**config.mk**
```make
export PLATFORM = sky130hd
export DESIGN_NAME = bus_guard
export DESIGN_NICKNAME = d
export VERILOG_FILES = /design/src/rtl/bus_guard_pkg.sv /design/src/rtl/bus_guard_ctrl.sv /design/src/rtl/bus_guard_dp.sv /design/src/rtl/bus_guard.sv
export SDC_FILE = /design/constraint.sdc
export NUM_CORES = 1
export LEC_CHECK = 0
export ABC_AREA = 1
export BUFFER_PORTS_ARGS = -buffer_cell sky130_fd_sc_hd__buf_4
export CAP_MARGIN = 15
export CORE_ASPECT_RATIO = 1.1
export CORE_MARGIN = 2
export CORE_UTILIZATION = 53
export DETAILED_ROUTE_END_ITERATION = 7
export GPL_TIMING_DRIVEN = 1
export PLACE_DENSITY_LB_ADDON = 0.08
export SYNTH_ARGS = -nofsm -noshare
export SYNTH_HDL_FRONTEND = slang
export SYNTH_SLANG_ARGS = --single-unit
```
**constraint.sdc**
```tcl
create_clock -name clk -period 1.9 [get_ports clk]
set_input_delay 0 -clock clk [delete_from_list [all_inputs] [get_ports clk]]
set_output_delay 0 -clock clk [all_outputs]
set_load 0.01 [all_outputs]
```
**src/rtl/bus_guard_pkg.sv**
```systemverilog
package bus_guard_pkg;
  localparam logic [7:0] EN_RESET = 8'h0B;
  localparam int TIMEOUT_BIT = 3;

  typedef struct packed {
    logic wrProt;
    logic wrCtrl;
    logic wdHit;
  } guard_strobe_t;
endpackage

```
**src/rtl/bus_guard_ctrl.sv**
```systemverilog
module bus_guard_ctrl
  import bus_guard_pkg::*;
#(
  parameter int BASE_LOG2 = 7,
  parameter int REF_W = 3
) (
  input  logic             clk,
  input  logic             rstN,
  input  logic             regWrEn,
  input  logic             regAddr,
  input  logic             cycStart,
  input  logic             cycAck,
  input  logic             abortNow,
  input  logic             wdEn,
  input  logic [REF_W-1:0] wdRef,
  output logic             busy,
  output guard_strobe_t    strobe
);
  localparam int CODES = 1 << REF_W;
  localparam int CNT_W = BASE_LOG2 + CODES;

  logic [CNT_W-1:0] cnt;
  logic [CNT_W-1:0] limit;

  assign limit = CNT_W'(1) << (BASE_LOG2 + int'(wdRef));

  always_ff @(posedge clk) begin
    if (!rstN) begin
      busy <= 1'b0;
      cnt  <= '0;
    end else if (cycStart) begin
      busy <= 1'b1;
      cnt  <= '0;
    end else if (busy && (cycAck || abortNow)) begin
      busy <= 1'b0;
      cnt  <= '0;
    end else if (busy) begin
      cnt <= cnt + 1'b1;
    end
  end

  always_comb begin
    strobe.wrProt = regWrEn && (regAddr == 1'b0);
    strobe.wrCtrl = regWrEn && (regAddr == 1'b1);
    strobe.wdHit  = busy && wdEn && !cycAck && (cnt == limit - 1'b1);
  end
endmodule

```
**src/rtl/bus_guard_dp.sv**
```systemverilog
module bus_guard_dp
  import bus_guard_pkg::*;
#(
  parameter int REF_W = 3
) (
  input  logic             clk,
  input  logic             rstN,
  input  guard_strobe_t    strobe,
  input  logic             busy,
  input  logic             regAddr,
  input  logic [15:0]      regWrData,
  input  logic [6:0]       errSrc,
  output logic [15:0]      regRdData,
  output logic             abortNow,
  output logic             accessErr,
  output logic             busLock,
  output logic             wdEn,
  output logic [REF_W-1:0] wdRef,
  output logic [7:0]       statusBits,
  output logic [7:0]       enableBits
);
  logic [7:0] evt;
  logic [7:0] clrMask;

  assign evt      = busy ? {errSrc[6:3], strobe.wdHit, errSrc[2:0]} : 8'h00;
  assign clrMask  = strobe.wrProt ? regWrData[15:8] : 8'h00;
  assign abortNow = |(evt & enableBits);
  assign wdEn     = enableBits[TIMEOUT_BIT];

  always_ff @(posedge clk) begin
    if (!rstN) begin
      statusBits <= 8'h00;
      enableBits <= EN_RESET;
      busLock    <= 1'b0;
      wdRef      <= '0;
      accessErr  <= 1'b0;
    end else begin
      statusBits <= (statusBits & ~clrMask) | evt;
      accessErr  <= abortNow;
      if (strobe.wrProt) enableBits <= regWrData[7:0];
      if (strobe.wrCtrl) begin
        busLock <= regWrData[REF_W];
        wdRef   <= regWrData[REF_W-1:0];
      end
    end
  end

  always_comb begin
    if (regAddr) regRdData = {{(15 - REF_W){1'b0}}, busLock, wdRef};
    else         regRdData = {statusBits, enableBits};
  end
endmodule

```
**src/rtl/bus_guard.sv**
```systemverilog
module bus_guard
  import bus_guard_pkg::*;
#(
  parameter int BASE_LOG2 = 7,
  parameter int REF_W = 3
) (
  input  logic        clk,
  input  logic        rstN,
  input  logic        regWrEn,
  input  logic        regAddr,
  input  logic [15:0] regWrData,
  output logic [15:0] regRdData,
  input  logic        cycStart,
  input  logic        cycAck,
  input  logic [6:0]  errSrc,
  output logic        accessErr,
  output logic        busLock
);
  guard_strobe_t    strobe;
  logic             busy;
  logic             abortNow;
  logic             wdEn;
  logic [REF_W-1:0] wdRef;
  logic [7:0]       statusBits;
  logic [7:0]       enableBits;

  bus_guard_ctrl #(.BASE_LOG2(BASE_LOG2), .REF_W(REF_W)) uCtrl (
    .clk(clk), .rstN(rstN), .regWrEn(regWrEn), .regAddr(regAddr),
    .cycStart(cycStart), .cycAck(cycAck), .abortNow(abortNow),
    .wdEn(wdEn), .wdRef(wdRef), .busy(busy), .strobe(strobe)
  );

  bus_guard_dp #(.REF_W(REF_W)) uDp (
    .clk(clk), .rstN(rstN), .strobe(strobe), .busy(busy),
    .regAddr(regAddr), .regWrData(regWrData), .errSrc(errSrc),
    .regRdData(regRdData), .abortNow(abortNow), .accessErr(accessErr),
    .busLock(busLock), .wdEn(wdEn), .wdRef(wdRef),
    .statusBits(statusBits), .enableBits(enableBits)
  );
endmodule

```
### After elaboration in Yosys (flattened, before gate mapping)

Index checks and enable logic that the tools add are counted.

| storage, ports and cells | value |
|---|---|
| register bits after elaboration | 37 |
| input bits | 29 |
| output and inout port bits | 18 |
| logic and storage cells | 34 |

| operators by class | value |
|---|---|
| $add $sub $neg | 3 |
| equal/unequal tests | 1 |
| shifts and indexed selects | 1 |
| mux-type cells | 5 |
| bitwise operators | 6 |
| reduce and logical (&&, ||, !) cells | 11 |

Operators with widths:

| operator | count |
|---|---|
| $shl 1x32->15 const A | 1 |
| $and 8x8->8 | 2 |
| $mux 16 | 1 |
| $mux 8 | 2 |
| $add 15x1->15 const B | 1 |
| $eq 15x15->1 | 1 |
| $sub 15x1->15 const B | 1 |
| $not 8->8 | 1 |
| $or 8x8->8 | 1 |
| $reduce_or 8->1 | 1 |
| $logic_and 1x1->1 | 6 |
| $add 3x3->4 const A | 1 |
| $reduce_or 3->1 | 1 |
| $mux 1 | 2 |
| $not 1->1 | 2 |
| $reduce_bool 2->1 | 1 |
| $logic_not 1->1 | 1 |
| $logic_or 1x1->1 | 1 |

### Logic depth before layout (Yosys ltp)

Gate-level depths: netlist (run 1).

| logic depth | value |
|---|---|
| depth after elaboration | 12 |
| gate-level depth with buffers | 13 |
| depth with buffers taken out | 12 |

### Modules after synthesis

Synthesis (run 1) repeated with hierarchy kept, for this count alone.

| second synthesis, totals | value |
|---|---|
| cell total of the unflattened synthesis | 327 |
| area total of the unflattened synthesis | 2097.0 µm² |

Modules (own cells, without submodules):

| module | instances | cells each | area each (µm²) | seq. area each (µm²) |
|---|---|---|---|---|
| bus_guard_ctrl | 1 | 184 | 1097.3 | 320.3 |
| bus_guard_dp | 1 | 143 | 999.7 | 420.4 |

### Least setup slack after synthesis (run 1)

Ideal clock, no wire load.

| path | value |
|---|---|
| path type | reg-to-reg |
| from | register uCtrl.cnt[0] |
| to | register uCtrl.cnt[10] |
| library setup time | 0.117 ns |
| arrival | 1.384 ns |
| data required time | 1.783 ns |
| setup slack | 0.399 ns |
| cell stages (with the launch flop) | 14 |
| path buffers | 1 |
| clock period less this slack | 1.501 ns |
| path through | dfxtp_1 -> ha_1 -> nand2_1 -> inv_1 -> nand2_1 -> nor2_1 -> nand2_1 -> nor2_1 -> nand3_2 -> nand3_1 -> nand2_2 -> nand2_4 -> buf_8 -> nor2_2 |

| on the way | value |
|---|---|
| longest elaborated chain between the ends | 8 |
| elaborated cells between the ends (all ways) | 9 |
| classes of those cells | add/sub: 1; eq/ne: 1; mux: 1; bitwise: 1; reduce/logical: 5 |

Ends and longest elaborated chain:

| item | line | source |
|---|---|---|
| from (decl) | bus_guard_ctrl.sv:22 | `logic [CNT_W-1:0] cnt;` |
| from (signal assigned) | bus_guard_ctrl.sv:38 | `cnt <= cnt + 1'b1;` |
| $eq 15x15->1 | bus_guard_ctrl.sv:45 | `strobe.wdHit = busy && wdEn && !cycAck && (cnt == limit - 1'b1);` |
| $logic_and 1x1->1 | bus_guard_ctrl.sv:45 |  |
| $mux 8 | bus_guard_dp.sv:25 | `assign evt = busy ? {errSrc[6:3], strobe.wdHit, errSrc[2:0]} : 8'h00;` |
| $and 8x8->8 | bus_guard_dp.sv:27 | `assign abortNow = \|(evt & enableBits);` |
| $reduce_or 8->1 | bus_guard_dp.sv:27 |  |
| $logic_or 1x1->1 | bus_guard_ctrl.sv:34 | `end else if (busy && (cycAck \|\| abortNow)) begin` |
| $logic_and 1x1->1 | bus_guard_ctrl.sv:34 |  |
| $reduce_or 3->1 (no source line) | -- |  |

Several ways; a longest one is shown, not always the timed one.
A chain may end at the register's enable or synchronous reset.

### Worst setup path after layout (run 1)

| path | value |
|---|---|
| from | register uCtrl.cnt[0] |
| to | register uCtrl.cnt[13] |

Same word-level chain as after synthesis.

==> results.toml, run 1 <==
[run_status]
status = "complete, no violations"

[synth]
ys_async_sr_fraction = 0
synth_nets = 308
yosys.area.top_type = "dfxtp_1"
yosysMostFrequentCell = "nand2_1"
synthCells = 277
synth.ff_latch_count = 37
synth_area_leaders = "dfxtp_1 (39%), nand2_1 (14%), inv_1 (6.8%), nor2_1 (6.4%), a21oi_1 (5.2%)"
synth_ff_type = "dfxtp_1"
synth_commonest_cells = "nand2_1 (71), dfxtp_1 (37), inv_1 (35)"
yosysUniqueCellTypes = 25
synth_top_area_share = 0.3852
avgSynthCellArea_sq_um = 6.943
synth.yosys.warnings = 0
synth_edf_count = 0
seq_area_frac_synth = 0.3852
syn-cell-area_sq_um = 1923

[place]
place.gp.congestion = 0.8071
place_area_sq_um = 2283
dp.cells = 364
dp_hpwl_mm = 3.160
port_buffers = 46

[pwr]
ir_drop_mv = 0.4678
seqPwrFrac = 0.541
p_clk_frac = 0.267
totalPowerFinal_mw = 1.527
switching_share = 0.2807
p_leak_nw = 1.181
pwr_density_cell_nw_per_um2 = 567.6
p_sw_mw = 0.4286
p_int_mw = 1.098
pwr-share-comb = 0.192

[global_route]
grt_usage = 0.2573
globalRouteOverflowTotal = 0
grtUsageMet2 = 0.4335
busiest_layer = "met2"
grt_pass1_vias = 1778
antenna_found_initial = 0
grtUsageMet3 = 0.06513
grt_pass1_wl_mm = 7.797
met1_usage = 0.3219
grt_max_degree = 18

[timing]
timing.hold.ws_ns = 0.1464
finClkSkew_ns = 0.006644
slew_viol_final = 0
fmax_ghz = 0.5970
hold_viol = 0
worstMarginPinSlew_ns = 0.3870
fin_setup_tns_ns = 0
slew_headroom = 0.7417
min_period_ns = 1.675
setup_viol = 0
fin_crit_sh = 0.8817

[setup_path]
worstPathArrival_ns = 1.92
max_stage_delay_ns = 0.39
path_max_fanout = 15
r2r_slack_ns = 0.22
crit-reg2reg-launch = "uCtrl.cnt[0]"
reg2reg_depth = 12
path_cells = "ha_1 -> nand2_1 -> inv_1 -> nand2_1 -> nor2_1 -> nand2_1 -> nor2_1 -> nand3_2 -> nand3_1 -> nand2_2 -> nand2_8 -> nor2_1"
start_kind = "flip-flop"
r2r_end = "uCtrl.cnt[13]"
cp_slowest_cell = "dfxtp_2"
cp.required_ns = 2.14
end_kind = "flip-flop"
crit_type = "reg2reg"

[floorplanning]
row_count = 22
die-area_sq_um = 4127
start_util = 0.5634
ios = 47
die_w_um = 61.44
core_area_sq_um = 3413
die_h_um = 67.18

[min_path]
hold_path.class = "in2reg"
min_to = "uCtrl.busy"
hold_start = "errSrc[1]"
holdPathStages = 6

[routing]
drtIter0Drc = 127
drt_wl_total_mm = 4.744
vias_per_cell = 4.862
num_vias = 1974
routedWlPerCell_um = 11.68
ant_nets = 0
firstDrtPassIters = 4
drc = 0

[clock_tree]
cts_tree = "built"
clock_sinks = 37
htree_levels = 2
cts_root_buffer = "clkbuf_4"
cts.path.max_buffers = 2
path_clk_slew_ns = 0.12
cts_inserted_buffers = 5
worst_skew_pair.late_latency_ns = 0.34

[cells_and_area]
design_area_sq_um = 2690
stdcell_count = 406
diodes = 0
layout.nets = 388
drive_gt1_frac = 0.2263
area_growth_pct = 39.88

[job]
max_cap_violations = 0
==> cell families after synthesis <==
logic type,share of synthesized area
muxes,0.005205
AOI/OAI and AO/OA,0.09565
buffers and inverters,0.1015
adders and majority gates,0.01301
and+or+nand+nor,0.3403
DFF,0.3852
xor gates and xnor gates,0.05921
==> per-layer routing <==
layer / vias to the layer above / part of all wire
li1: 1018 / -
met1: 895 / 0.46
met2: 55 / 0.49
met3: 6 / 0.038
met4: 0 / 0.011
met5: - / 0
==> cell usage in the layout, fill, tap and decap left out <==
master	synthesis	routed
xor2_1	9	9
clkinvlp_4	0	1
xnor2_1	4	4
nor2_2	11	11
nand2_1	71	71
nand3_2	3	3
nor3_2	2	2
ha_1	2	2
nand3_1	13	13
nor2_4	2	2
inv_1	35	35
nand2_4	2	1
clkinv_2	0	2
nand4_1	2	2
mux2i_1	1	1
inv_2	1	1
clkbuf_4	0	5
dfxtp_1	37	35
dlygate4sd3_1	0	34
o21ai_0	14	14
a21oi_1	20	20
nor2_1	33	33
o21bai_1	1	1
nand2_2	2	2
nand2_8	0	1
o22ai_1	1	1
buf_4	1	48
nor3_1	2	2
dfxtp_2	0	2
==> metrics by stage <==
| stage | worst slack (ns) | util |
|---|---|---|
| detailed placement | 0.1485 | 0.6690 |
| finish | 0.2248 | 0.7881 |
| CTS | 0.1328 | 0.7848 |
| global route | -0.009467 | 0.7881 |
| floorplan | 0.3991 | - |
| global placement | 0.2016 | 0.6690 |
==> state kept, by name, summed over array words and instances, names as in the netlist <==
register        count
uDp.wdRef           3
uCtrl.cnt          15
uDp.enableBits      8
uDp.accessErr       1
uCtrl.busy          1
uDp.statusBits      8
uDp.busLock         1
==> final cells by class <==
cell class / instances / area [sq um]
Timing Repair Buffer: 82 / 700.7
Clock inverter: 3 / 17.52
Tap cell: 48 / 60.06
Fill cell: 276 / 723.2
Sequential cell: 37 / 743.2
Multi-Input combinational cell: 195 / 996.0
Clock buffer: 5 / 37.54
Inverter: 36 / 135.1
==> timing repair <==
item | CTS | global route
hold endpoints to repair | 21 | 0
setup buffers | 0 | 0
hold buffers | 34 | 0
endpoints found under the setup margin | 0 | 15
resized for setup | 0 | 3
==> power by group through the flow <==
stage | clock network [mW] | logic, mW | registers (mW)
after floorplan | 0 | 0.134 | 0.839
after global placement | 0 | 0.226 | 0.842
after detailed placement | 0 | 0.228 | 0.842
after CTS | 0.421 | 0.286 | 0.825
after global routing | 0.452 | 0.323 | 0.831
final | 0.407 | 0.294 | 0.826
==> critical path: cells and delay by family (launching register included) <==
kind | cells | cell delay [ns]
DFF | 1 | 0.39
adders and majority gates | 1 | 0.15
buffers and inverters | 1 | 0.06
and+or+nand+nor | 10 | 0.98
==> worst max-delay path by stage <==
| stage | startpoint | slack, ns | to |
|---|---|---|---|
| detailed placement | uCtrl.cnt[0] | 0.15 | uCtrl.cnt[2] |
| floorplan | uCtrl.cnt[0] | 0.40 | uCtrl.cnt[10] |
| global placement | uCtrl.cnt[0] | 0.20 | uCtrl.cnt[13] |
| CTS | uCtrl.cnt[0] | 0.13 | uCtrl.cnt[2] |
| global route | uCtrl.cnt[0] | -0.009 | uCtrl.cnt[13] |
| finish | uCtrl.cnt[0] | 0.22 | uCtrl.cnt[13] |
Power figures use the tool's default switching activity.
==> run 2: changes to the inputs <==
CORE_MARGIN = not set   (was 2)
==> run 2 against run 1 <==
  * First-iteration DRC count increased by 7.9%
  * Routed wire length increased by 3.7%
  * Clock-buffer cell count increased by 2
  * Sequential power about the same
  * Power increased by 12%
  * Critical path type unchanged
  * Final area increased by 1.4%
  * Sequential share of layout area decreased by 0.47 points
  * Worst setup slack got worse by 0.051 ns
==> results.toml, run 2 (same netlist as run 1, synthesis figures left out) <==
[run_status]
status = "complete, no violations"

[floorplanning]
die_h_um = 65.18
die-area_sq_um = 3874
start_util = 0.5634
die_w_um = 59.44
core_area_sq_um = 3413
ios = 47
row_count = 22

[timing]
worstMarginPinSlew_ns = 0.4182
min_period_ns = 1.726
hold_viol = 0
slew_viol_final = 0
setup_viol = 0
fmax_ghz = 0.5794
slew_headroom = 0.7209
worst_slack_ns = 0.1741
fin_crit_sh = 0.9084
finClkSkew_ns = 0.01235

[cells_and_area]
area_growth_pct = 41.83
layout.nets = 389
drive_gt1_frac = 0.2173
top_register = "uCtrl.cnt"
mostFrequentLayoutCell = "nand2_1"
final-seq-area_sq_um = 740.7
fillCellCount = 270
largest_reg_flops = 15
reg_top3 = "uCtrl.cnt x15, uDp.enableBits x8, uDp.statusBits x8"
diodes = 0
multi_input_area_sq_um = 996.0
final_cell_mix = "nand2_1 (71), buf_4 (48), dfxtp_1 (37), inv_1 (35), dlygate4sd3_1 (35)"

[routing]
ant_nets = 0
drc = 0
vias_per_cell = 4.757
drt_wl_total_mm = 4.919
firstDrtPassIters = 4
num_vias = 1936
drtIter0Drc = 137
routedWlPerCell_um = 12.09

[clock_tree]
cts.path.max_buffers = 2
cts_root_buffer = "clkbuf_4"
cts_inserted_buffers = 5
worst_skew_pair.late_latency_ns = 0.36
path_clk_slew_ns = 0.12
clock_sinks = 37
htree_levels = 2
cts_tree = "built"

[pwr]
pwr_density_cell_nw_per_um2 = 629.4
totalPowerFinal_mw = 1.717
p_leak_nw = 1.198
ir_drop_mv = 0.4225

[setup_path]
path_max_fanout = 15
worstPathArrival_ns = 1.98
cp.required_ns = 2.16
crit_type = "reg2reg"
r2r_slack_ns = 0.17
start_kind = "flip-flop"
end_kind = "flip-flop"

[global_route]
grt_usage = 0.2784
grt_pass1_wl_mm = 7.921
grt_pass1_vias = 1728
antenna_found_initial = 0
grt_max_degree = 18
globalRouteOverflowTotal = 0

[min_path]
hold_path.class = "in2reg"

[place]
pre_cts_slack_ns = 0.1862
place.gp.congestion = 0.8353
port_buffers = 46
dp_hpwl_mm = 3.083

[job]
max_cap_violations = 0
## run 2: worst paths after layout
kind                startpoint           endpoint  cells past startpoint
max reg2reg       uCtrl.cnt[0]       uCtrl.cnt[3]                     12
max               uCtrl.cnt[0]       uCtrl.cnt[3]                     12
min                    regAddr       uDp.wdRef[2]                      3
min reg2reg  uDp.statusBits[3]  uDp.statusBits[3]                      2
## run 2: critical path: stages (launching register included)
cell and delay [ns]:
dfxtp_1 0.42, ha_1 0.17, nand2_1 0.05, inv_1 0.05, nand2_1 0.05, nor2_1 0.12
nand2_1 0.06, nor2_1 0.14, nand3_2 0.15, nand3_1 0.12, nand2_2 0.09, nand2_8 0.15
nor2_1 0.06
## run 2: layer usage
layer	GRT usage	wire, um	up-vias
met2	0.4438	2366	45
met4	0.09821	71	0
met5	0	0	-
met3	0.05906	196	6
li1	-	-	1018
met1	0.3671	2285	867
## run 2: final cells by class
type / count / share of cell area
Multi-Input combinational cell: 195 / 0.3651
Sequential cell: 37 / 0.2716
Timing Repair Buffer: 83 / 0.2606
Inverter: 36 / 0.04954
Tap cell: 48 / 0.02202
Clock buffer: 7 / 0.02018
Clock inverter: 1 / 0.01101
## run 2: report_power, final
part	internal, mW	switching [mW]	total [mW]
Combinational	0.155	0.142	0.297
Clock	0.314	0.278	0.592
Sequential	0.805	0.0220	0.827
Total	1.27	0.442	1.72
## run 2: timing repair
item                                    4_1_cts  5_1_grt
endpoints found under the setup margin        0       13
hold buffers                                 35        0
hold endpoints to repair                     21        0
setup buffers                                 0        0
gates resized for setup                       0        1
## run 2: stage by stage
| stage | hold slack, ns | setup TNS, ns | area, sq um | std cells | util |
|---|---|---|---|---|---|
| global route | 0.1596 | -0.09389 | 2728 | 407 | 0.7991 |
| detailed placement | 0.2126 | 0 | 2283 | 364 | 0.6690 |
| floorplan | 0.1132 | 0 | 1923 | 277 | - |
| CTS | 0.1096 | 0 | 2719 | 407 | 0.7966 |
| global placement | 0.2089 | 0 | 2283 | 364 | 0.6690 |
| finish | 0.1368 | 0 | 2728 | 407 | 0.7991 |
